--- src/rtl/fra_pkg.sv ---
package fra_pkg;
   localparam int unsigned FRA_BUS_AW = 6;
   localparam int unsigned FRA_NUM_IRQ = 5;

   localparam logic [FRA_BUS_AW-1:0] OFS_START  = 6'h00;
   localparam logic [FRA_BUS_AW-1:0] OFS_COUNT  = 6'h04;
   localparam logic [FRA_BUS_AW-1:0] OFS_CTRL   = 6'h08;
   localparam logic [FRA_BUS_AW-1:0] OFS_FILL   = 6'h0C;
   localparam logic [FRA_BUS_AW-1:0] OFS_WMARK  = 6'h10;
   localparam logic [FRA_BUS_AW-1:0] OFS_STATUS = 6'h14;
   localparam logic [FRA_BUS_AW-1:0] OFS_DATA   = 6'h18;
   localparam logic [FRA_BUS_AW-1:0] OFS_LEFT   = 6'h1C;
   localparam logic [FRA_BUS_AW-1:0] OFS_CADDR  = 6'h20;
   localparam logic [FRA_BUS_AW-1:0] OFS_IRQ    = 6'h24;

   localparam int unsigned IRQ_WMARK   = 0;
   localparam int unsigned IRQ_ABORT   = 1;
   localparam int unsigned IRQ_IMPAT   = 2;
   localparam int unsigned IRQ_DONE    = 3;
   localparam int unsigned IRQ_OVERRD  = 4;

   typedef enum logic [1:0] {
      SES_IDLE  = 2'd0,
      SES_RUN   = 2'd1,
      SES_DRAIN = 2'd2
   } ses_state_e;
endpackage

--- src/rtl/fra_fifo.sv ---
module fra_fifo #(
   parameter int unsigned WIDTH = 32,
   parameter int unsigned DEPTH = 64,
   localparam int unsigned CW = $clog2(DEPTH + 1),
   localparam int unsigned PW = (DEPTH > 1) ? $clog2(DEPTH) : 1
) (
   input  logic             clk,
   input  logic             rst_n,
   input  logic             flush_i,
   input  logic             push_i,
   input  logic [WIDTH-1:0] din_i,
   input  logic             pop_i,
   output logic [WIDTH-1:0] dout_o,
   output logic [CW-1:0]    count_o
);
   logic [WIDTH-1:0] mem [DEPTH];
   logic [PW-1:0]    wr_q, rd_q, wr_nxt, rd_nxt;
   logic [CW-1:0]    cnt_q;
   logic             do_push, do_pop;

   assign do_push = push_i && (cnt_q != CW'(DEPTH));
   assign do_pop  = pop_i && (cnt_q != '0);

   generate
      if ((DEPTH & (DEPTH - 1)) == 0) begin : g_pow2
         assign wr_nxt = wr_q + PW'(1);
         assign rd_nxt = rd_q + PW'(1);
      end else begin : g_wrap
         assign wr_nxt = (wr_q == PW'(DEPTH - 1)) ? '0 : wr_q + PW'(1);
         assign rd_nxt = (rd_q == PW'(DEPTH - 1)) ? '0 : rd_q + PW'(1);
      end
   endgenerate

   always_ff @(posedge clk) begin
      if (do_push) mem[wr_q] <= din_i;
   end

   always_ff @(posedge clk) begin
      if (!rst_n || flush_i) begin
         wr_q  <= '0;
         rd_q  <= '0;
         cnt_q <= '0;
      end else begin
         if (do_push) wr_q <= wr_nxt;
         if (do_pop)  rd_q <= rd_nxt;
         case ({do_push, do_pop})
            2'b10:   cnt_q <= cnt_q + CW'(1);
            2'b01:   cnt_q <= cnt_q - CW'(1);
            default: cnt_q <= cnt_q;
         endcase
      end
   end

   assign dout_o  = mem[rd_q];
   assign count_o = cnt_q;
endmodule

--- src/rtl/fra_session.sv ---
module fra_session
   import fra_pkg::*;
#(
   parameter int unsigned ADDR_W = 32,
   parameter int unsigned DATA_W = 32,
   parameter int unsigned DEPTH  = 64,
   localparam int unsigned CW = $clog2(DEPTH + 1),
   localparam int unsigned STEP = DATA_W / 8
) (
   input  logic              clk,
   input  logic              rst_n,
   input  logic              start_i,
   input  logic              clear_i,
   input  logic [ADDR_W-1:0] base_addr_i,
   input  logic [CW-1:0]     words_i,
   input  logic [CW-1:0]     fill_i,
   output logic              req_valid_o,
   input  logic              req_ready_i,
   output logic [ADDR_W-1:0] req_addr_o,
   input  logic              rsp_valid_i,
   output logic              rsp_ready_o,
   output logic              push_o,
   output logic              busy_o,
   output logic              done_o,
   output logic              abort_o,
   output logic [CW-1:0]     left_o
);
   ses_state_e        state_q;
   logic [ADDR_W-1:0] addr_q;
   logic [CW-1:0]     req_left_q, rx_left_q, outst_q;
   logic              req_fire, rsp_fire, credit_ok, running;

   assign running     = (state_q == SES_RUN);
   assign credit_ok   = ({1'b0, fill_i} + {1'b0, outst_q}) < (CW + 1)'(DEPTH);
   assign req_valid_o = running && (req_left_q != '0) && credit_ok && !clear_i;
   assign rsp_ready_o = (state_q != SES_IDLE);
   assign req_fire    = req_valid_o && req_ready_i;
   assign rsp_fire    = rsp_valid_i && rsp_ready_o;
   assign push_o      = rsp_fire && running && !clear_i;
   assign busy_o      = (state_q != SES_IDLE);
   assign done_o      = running && (rx_left_q == '0) && !clear_i;
   assign abort_o     = running && clear_i;
   assign req_addr_o  = addr_q;
   assign left_o      = rx_left_q;

   always_ff @(posedge clk) begin
      if (!rst_n) begin
         state_q    <= SES_IDLE;
         addr_q     <= '0;
         req_left_q <= '0;
         rx_left_q  <= '0;
         outst_q    <= '0;
      end else begin
         case ({req_fire, rsp_fire})
            2'b10:   outst_q <= outst_q + CW'(1);
            2'b01:   outst_q <= outst_q - CW'(1);
            default: outst_q <= outst_q;
         endcase
         case (state_q)
            SES_IDLE: begin
               if (start_i && !clear_i) begin
                  state_q    <= SES_RUN;
                  addr_q     <= base_addr_i;
                  req_left_q <= words_i;
                  rx_left_q  <= words_i;
               end
            end
            SES_RUN: begin
               if (clear_i) begin
                  state_q <= SES_DRAIN;
               end else begin
                  if (rx_left_q == '0) state_q <= SES_IDLE;
                  if (req_fire) begin
                     addr_q     <= addr_q + ADDR_W'(STEP);
                     req_left_q <= req_left_q - CW'(1);
                  end
                  if (rsp_fire) rx_left_q <= rx_left_q - CW'(1);
               end
            end
            SES_DRAIN: begin
               if (outst_q == '0) state_q <= SES_IDLE;
            end
            default: state_q <= SES_IDLE;
         endcase
      end
   end
endmodule

--- src/rtl/flash_readahead_ctrl.sv ---
module flash_readahead_ctrl
   import fra_pkg::*;
#(
   parameter int unsigned ADDR_W     = 32,
   parameter int unsigned DATA_W     = 32,
   parameter int unsigned FIFO_DEPTH = 64,
   parameter int unsigned MAX_WORDS  = 64,
   localparam int unsigned CW = $clog2(FIFO_DEPTH + 1)
) (
   input  logic                  clk,
   input  logic                  rst_n,
   input  logic                  bus_wr,
   input  logic                  bus_rd,
   input  logic [FRA_BUS_AW-1:0] bus_addr,
   input  logic [DATA_W-1:0]     bus_wdata,
   output logic [DATA_W-1:0]     bus_rdata,
   output logic                  req_valid,
   input  logic                  req_ready,
   output logic [ADDR_W-1:0]     req_addr,
   input  logic                  rsp_valid,
   output logic                  rsp_ready,
   input  logic [DATA_W-1:0]     rsp_data,
   output logic [FRA_NUM_IRQ-1:0] irq_o
);
   generate
      if (MAX_WORDS < 1 || MAX_WORDS > FIFO_DEPTH) begin : g_bad_words
         $error("MAX_WORDS must lie between 1 and FIFO_DEPTH");
      end
      if (ADDR_W > DATA_W || DATA_W % 8 != 0) begin : g_bad_width
         $error("ADDR_W must fit in DATA_W and DATA_W must be whole bytes");
      end
   endgenerate

   logic [ADDR_W-1:0]      start_q;
   logic [CW-1:0]          count_q;
   logic [DATA_W-1:0]      wmark_q;
   logic [FRA_NUM_IRQ-1:0] irq_q, irq_set, irq_clr;

   logic [CW-1:0]     fill_w, left_w;
   logic [DATA_W-1:0] head_w;
   logic [ADDR_W-1:0] caddr_w;
   logic push_w, busy_w, done_w, abort_w, empty_w;
   logic ctrl_wr, start_cmd, clear_cmd, data_rd, pop_w;

   assign ctrl_wr   = bus_wr && (bus_addr == OFS_CTRL);
   assign clear_cmd = ctrl_wr && bus_wdata[1];
   assign start_cmd = ctrl_wr && bus_wdata[0];
   assign data_rd   = bus_rd && (bus_addr == OFS_DATA);
   assign empty_w   = (fill_w == '0);
   assign pop_w     = data_rd && !empty_w;

   fra_fifo #(.WIDTH(DATA_W), .DEPTH(FIFO_DEPTH)) u_fifo (
      .clk(clk), .rst_n(rst_n), .flush_i(clear_cmd),
      .push_i(push_w), .din_i(rsp_data), .pop_i(pop_w),
      .dout_o(head_w), .count_o(fill_w)
   );

   fra_session #(.ADDR_W(ADDR_W), .DATA_W(DATA_W), .DEPTH(FIFO_DEPTH)) u_ses (
      .clk(clk), .rst_n(rst_n), .start_i(start_cmd), .clear_i(clear_cmd),
      .base_addr_i(start_q), .words_i(count_q), .fill_i(fill_w),
      .req_valid_o(req_valid), .req_ready_i(req_ready), .req_addr_o(caddr_w),
      .rsp_valid_i(rsp_valid), .rsp_ready_o(rsp_ready), .push_o(push_w),
      .busy_o(busy_w), .done_o(done_w), .abort_o(abort_w), .left_o(left_w)
   );
   assign req_addr = caddr_w;

   always_comb begin
      irq_set             = '0;
      irq_set[IRQ_WMARK]  = DATA_W'(fill_w) > wmark_q;
      irq_set[IRQ_ABORT]  = abort_w;
      irq_set[IRQ_IMPAT]  = data_rd && empty_w && busy_w;
      irq_set[IRQ_DONE]   = done_w;
      irq_set[IRQ_OVERRD] = data_rd && empty_w && !busy_w;
      irq_clr = (bus_wr && bus_addr == OFS_IRQ) ? bus_wdata[FRA_NUM_IRQ-1:0] : '0;
   end

   always_ff @(posedge clk) begin
      if (!rst_n) begin
         start_q <= '0;
         count_q <= '0;
         wmark_q <= '0;
         irq_q   <= '0;
      end else begin
         if (bus_wr && bus_addr == OFS_START) start_q <= bus_wdata[ADDR_W-1:0];
         if (bus_wr && bus_addr == OFS_COUNT) begin
            if (bus_wdata > DATA_W'(MAX_WORDS)) count_q <= CW'(MAX_WORDS);
            else                                count_q <= bus_wdata[CW-1:0];
         end
         if (bus_wr && bus_addr == OFS_WMARK) wmark_q <= bus_wdata;
         irq_q <= (irq_q & ~irq_clr) | irq_set;
      end
   end

   always_comb begin
      bus_rdata = '0;
      case (bus_addr)
         OFS_START:  bus_rdata = DATA_W'(start_q);
         OFS_COUNT:  bus_rdata = DATA_W'(count_q);
         OFS_FILL:   bus_rdata = DATA_W'(fill_w);
         OFS_WMARK:  bus_rdata = wmark_q;
         OFS_STATUS: bus_rdata = DATA_W'({empty_w, busy_w});
         OFS_DATA:   bus_rdata = empty_w ? '0 : head_w;
         OFS_LEFT:   bus_rdata = DATA_W'(left_w);
         OFS_CADDR:  bus_rdata = DATA_W'(caddr_w);
         OFS_IRQ:    bus_rdata = DATA_W'(irq_q);
         default:    bus_rdata = '0;
      endcase
   end

   assign irq_o = irq_q;
endmodule

--- config.mk ---
export PLATFORM = sky130hd
export DESIGN_NAME = flash_readahead_ctrl
export DESIGN_NICKNAME = d
export VERILOG_FILES = /design/src/rtl/fra_pkg.sv /design/src/rtl/fra_fifo.sv /design/src/rtl/fra_session.sv /design/src/rtl/flash_readahead_ctrl.sv
export SDC_FILE = /design/constraint.sdc
export NUM_CORES = 2
export LEC_CHECK = 0
export BUFFER_PORTS_ARGS = -buffer_cell sky130_fd_sc_hd__buf_4
export CORE_ASPECT_RATIO = 1.75
export CORE_MARGIN = 8
export CORE_UTILIZATION = 35
export DETAILED_ROUTE_END_ITERATION = 6
export SLEW_MARGIN = 15
export SYNTH_ARGS = -nofsm -noshare
export SYNTH_HDL_FRONTEND = slang
export SYNTH_SLANG_ARGS = --single-unit
--- constraint.sdc ---
create_clock -name clk -period 11.75 [get_ports clk]
set_clock_uncertainty 0.2 [all_clocks]
set_input_delay 1.7625 -clock clk [delete_from_list [all_inputs] [get_ports clk]]
set_output_delay 1.7625 -clock clk [all_outputs]
set_load 0.03 [all_outputs]
==> reports/results.txt <==
Status: finished, violations left
Failing checks: DRC
Worst slew pin tran: 1.24 ns
Post-synth top cells: edfxtp_1, mux4_2, nand2_1
CP Buf/Inv Count: 3
WHS: 0.281 ns
Asr flop ratio synth: 0%
Static Leak: 0.0294 µW
Hold path start: start_q[2]$_SDFFE_PN0P_
Estimated wirelength of the detail-placed design: 159000 µm
Final slew viol count: 0
Synth Warn #: 0
First-pass GRT wire length: 372000 µm
Power Density: 151 mW/mm²
Port bufs: 146
Syn_area_per_cell: 19.2 µm²
Hold buffers post-CTS: 0
Clk_lat worst skew: 0.85 ns
Dpl cell area: 0.0927 mm²
Post-cts resize count: 0
Setup bufs post-CTS: 0
FF-to-FF path depth: 8
Fillcell total: 21924
Layout cells sized above 1: 23.9%
Peak VDD IR: 0.000134 V
CTS tree: built
Vias in the first global route: 47492
Row cnt: 242
GPL Wtd Cong: 0.868
Worst r2r dst: u_fifo.mem[1][14]$_DFFE_PP_
Final worst path period share: 63.9%
Die ar.: 0.266 mm²
Ports: 147
Antenna Nets Post-Route: 0
Critical path data required time: 9.79 ns
Worst r2r src: u_ses.state_q[1]$_SDFFE_PN0P_
Worst-path clk slew: 0.07 ns
CTS buffer count: 190
Final Cell Area: 0.0986 mm²
Setup TNS: 0 ns
Die X: 393 µm
Main synth FF type: edfxtp_1
Flops & latches, synth: 2204
Initial DRC count: 5410
WL/cell: 32.6 µm
Top delay family on crit path: simple AND/OR/NAND/NOR gates
Mapped Nets: 4660
Drt pass-1 iters: 7
Dpl cells: 7860
DRC: 6
Hold EP: start_q[2]$_SDFFE_PN0P_
Fin. Hold Viols: 0
RSZ-0062 raised after global routing: no
Clock Path Buffers: 4
Nets@finish: 4868
Worst path cell trace: buf_4 -> or4b_4 -> a311oi_4 -> buf_4 -> nand2_2 -> nor2_2 -> a22oi_1 -> nand4_1 -> buf_4
All-Layer GR Usage: 19.4%
Grt ovf: 0
Max transition margin: 17.0%
Sequential area share after synthesis: 74.1%
Syn-to-layout area delta: 13.0%
Max incr delay on CP: 1.06 ns
Synth area leaders: edfxtp_1, mux4_2, dfxtp_1, mux2i_1, nand2_1
Worst-path cell with the longest stage delay: nor2_2
Max-cap violations: 0
Die Span Y: 676 µm
Initial Utilization: 35.2%
CTS H-Tree Depth: 4
Post-synth EDFFs: 2048
Min Tclk post-route: 7.51 ns
CTS root buf: clkbuf_16
DR vias: 46901
Yosys top cell area share: 70.5%
Startpoint Class: input pin
Setup Viol. Count Final: 0
CP endpoint kind: output pin
Netlist cell types: 89
Initial antenna violation count: 15
Layout Cells excl Fill: 8203
Hold crit path type: flip-flop to flip-flop
Post-synthesis instance total: 4550
Hold Path Depth: 2
Max Fclk: 0.133 GHz
Total clock sinks: 2204
Core ar.: 0.248 mm²
Mapped cell area: 0.0872 mm²
Detailed Route WL: 268000 µm
Data arrival, critical path: 5.55 ns
Most used cell, CP: buf_4
Post-synth top area cell: edfxtp_1
Largest net degree at the start of global routing: 102
R2r setup slk: 6.72 ns
Top-count cell post-synth: edfxtp_1
Routed vias/inst: 5.72
Max FO, Critical Path: 41
CP Class: input pin to output pin
final cells by class:
type                            instances  area (µm²)  share of cell area [%]
Multi-Input combinational cell       2058       21600                    21.9
Clock buffer                          243        5050                    5.12
Clock inverter                         94         866                   0.878
Tap cell                             3294        4120                    4.18
Antenna cell                            6        15.0                  0.0152
Timing Repair Buffer                  272        2150                    2.19
Sequential cell                      2204       64600                    65.6
Inverter                               32         123                   0.124
registers in the layout, summed over array words and instances (netlist names), named ones only:
name,cells
u_ses.outst_q,7
u_fifo.mem,2048
u_ses.req_left_q,7
u_ses.req_addr_o,32
u_ses.state_q,2
u_ses.left_o,7
irq_o,5
u_fifo.count_o,7
count_q,7
wmark_q,32
u_fifo.rd_q,6
u_fifo.wr_q,6
start_q,32
worst register-to-register path: cells and delay by family, from the launching register on:
| family | cells | cell delay, ns |
|---|---|---|
| buffers and inverters | 2 | 0.97 |
| and+or+nand+nor | 5 | 2.17 |
| AOI/OAI and AO/OA | 1 | 0.83 |
| DFF | 1 | 0.35 |
report_power, final:
part / switching (µW) / total [µW] / internal, µW / leakage [µW]
Sequential: 1.26 / 8560 / 8560 / 0.0197
Clock: 2820 / 6190 / 3370 / 0.00289
Combinational: 152 / 177 / 24.8 / 0.00689
Total: 2970 / 14900 / 12000 / 0.0294
per-layer routing:
metal | up-vias | GRT usage [%] | routed length, µm | part of all wire (%)
li1 | 19013 | - | - | -
met5 | - | 0 | 89 | 0.033
met4 | 12 | 9.37 | 15300 | 5.7
met3 | 555 | 3.07 | 18300 | 6.8
met1 | 25187 | 22.1 | 93400 | 35
met2 | 2134 | 35.2 | 141000 | 52
kinds of logic after synthesis:
kind of cell               synth area share, %
and+or+nand+nor                           4.14
xor gates and xnor gates                 0.131
DFF                                       74.1
buffers and inverters                     1.70
AOI/OAI and AO/OA                         4.08
muxes                                     15.3
adders and majority gates                0.505
how the worst max path moves through the flow:
stage,startpoint,slack [ns],end,cells past startpoint
after floorplan,bus_addr[5],5.99,bus_rdata[29],6
after detailed placement,bus_addr[4],4.31,bus_rdata[3],9
after CTS,flip-flop,4.22,bus_rdata[11],9
final,bus_addr[4],4.24,bus_rdata[6],9
after global placement,bus_addr[4],4.43,bus_rdata[3],9
after global routing,flip-flop,4.22,bus_rdata[11],9
metrics by stage:
stage	worst slack [ns]	util [%]	total power (µW)
finish	4.24	39.8	14900
global route	4.22	39.7	15300
CTS	4.22	39.7	15000
detailed placement	4.31	37.4	8910
global placement	4.43	37.4	8900
floorplan	5.99	-	8760
placed cells by master, fill, tap and decap left out, types with 14 or more instances in the layout:
| cell type | instances |
|---|---|
| a21oi_1 | 175 |
| nand2_1 | 303 |
| o211ai_1 | 14 |
| edfxtp_1 | 2048 |
| nor3_1 | 36 |
| a22oi_1 | 100 |
| buf_4 | 263 |
| clkbuf_16 | 193 |
| ha_1 | 32 |
| dfxtp_1 | 151 |
| clkinv_2 | 31 |
| o21ai_0 | 73 |
| nor4_1 | 17 |
| inv_1 | 29 |
| nor2b_1 | 25 |
| mux2i_1 | 150 |
| nand3_1 | 54 |
| mux4_2 | 523 |
| clkbuf_1 | 47 |
| nor2_1 | 159 |
| o22ai_1 | 35 |
| nand2b_1 | 14 |
| bufinv_16 | 15 |
| clkinv_1 | 31 |
| nor2_4 | 65 |
| nand4_1 | 27 |
Power figures use the tool's default switching activity.
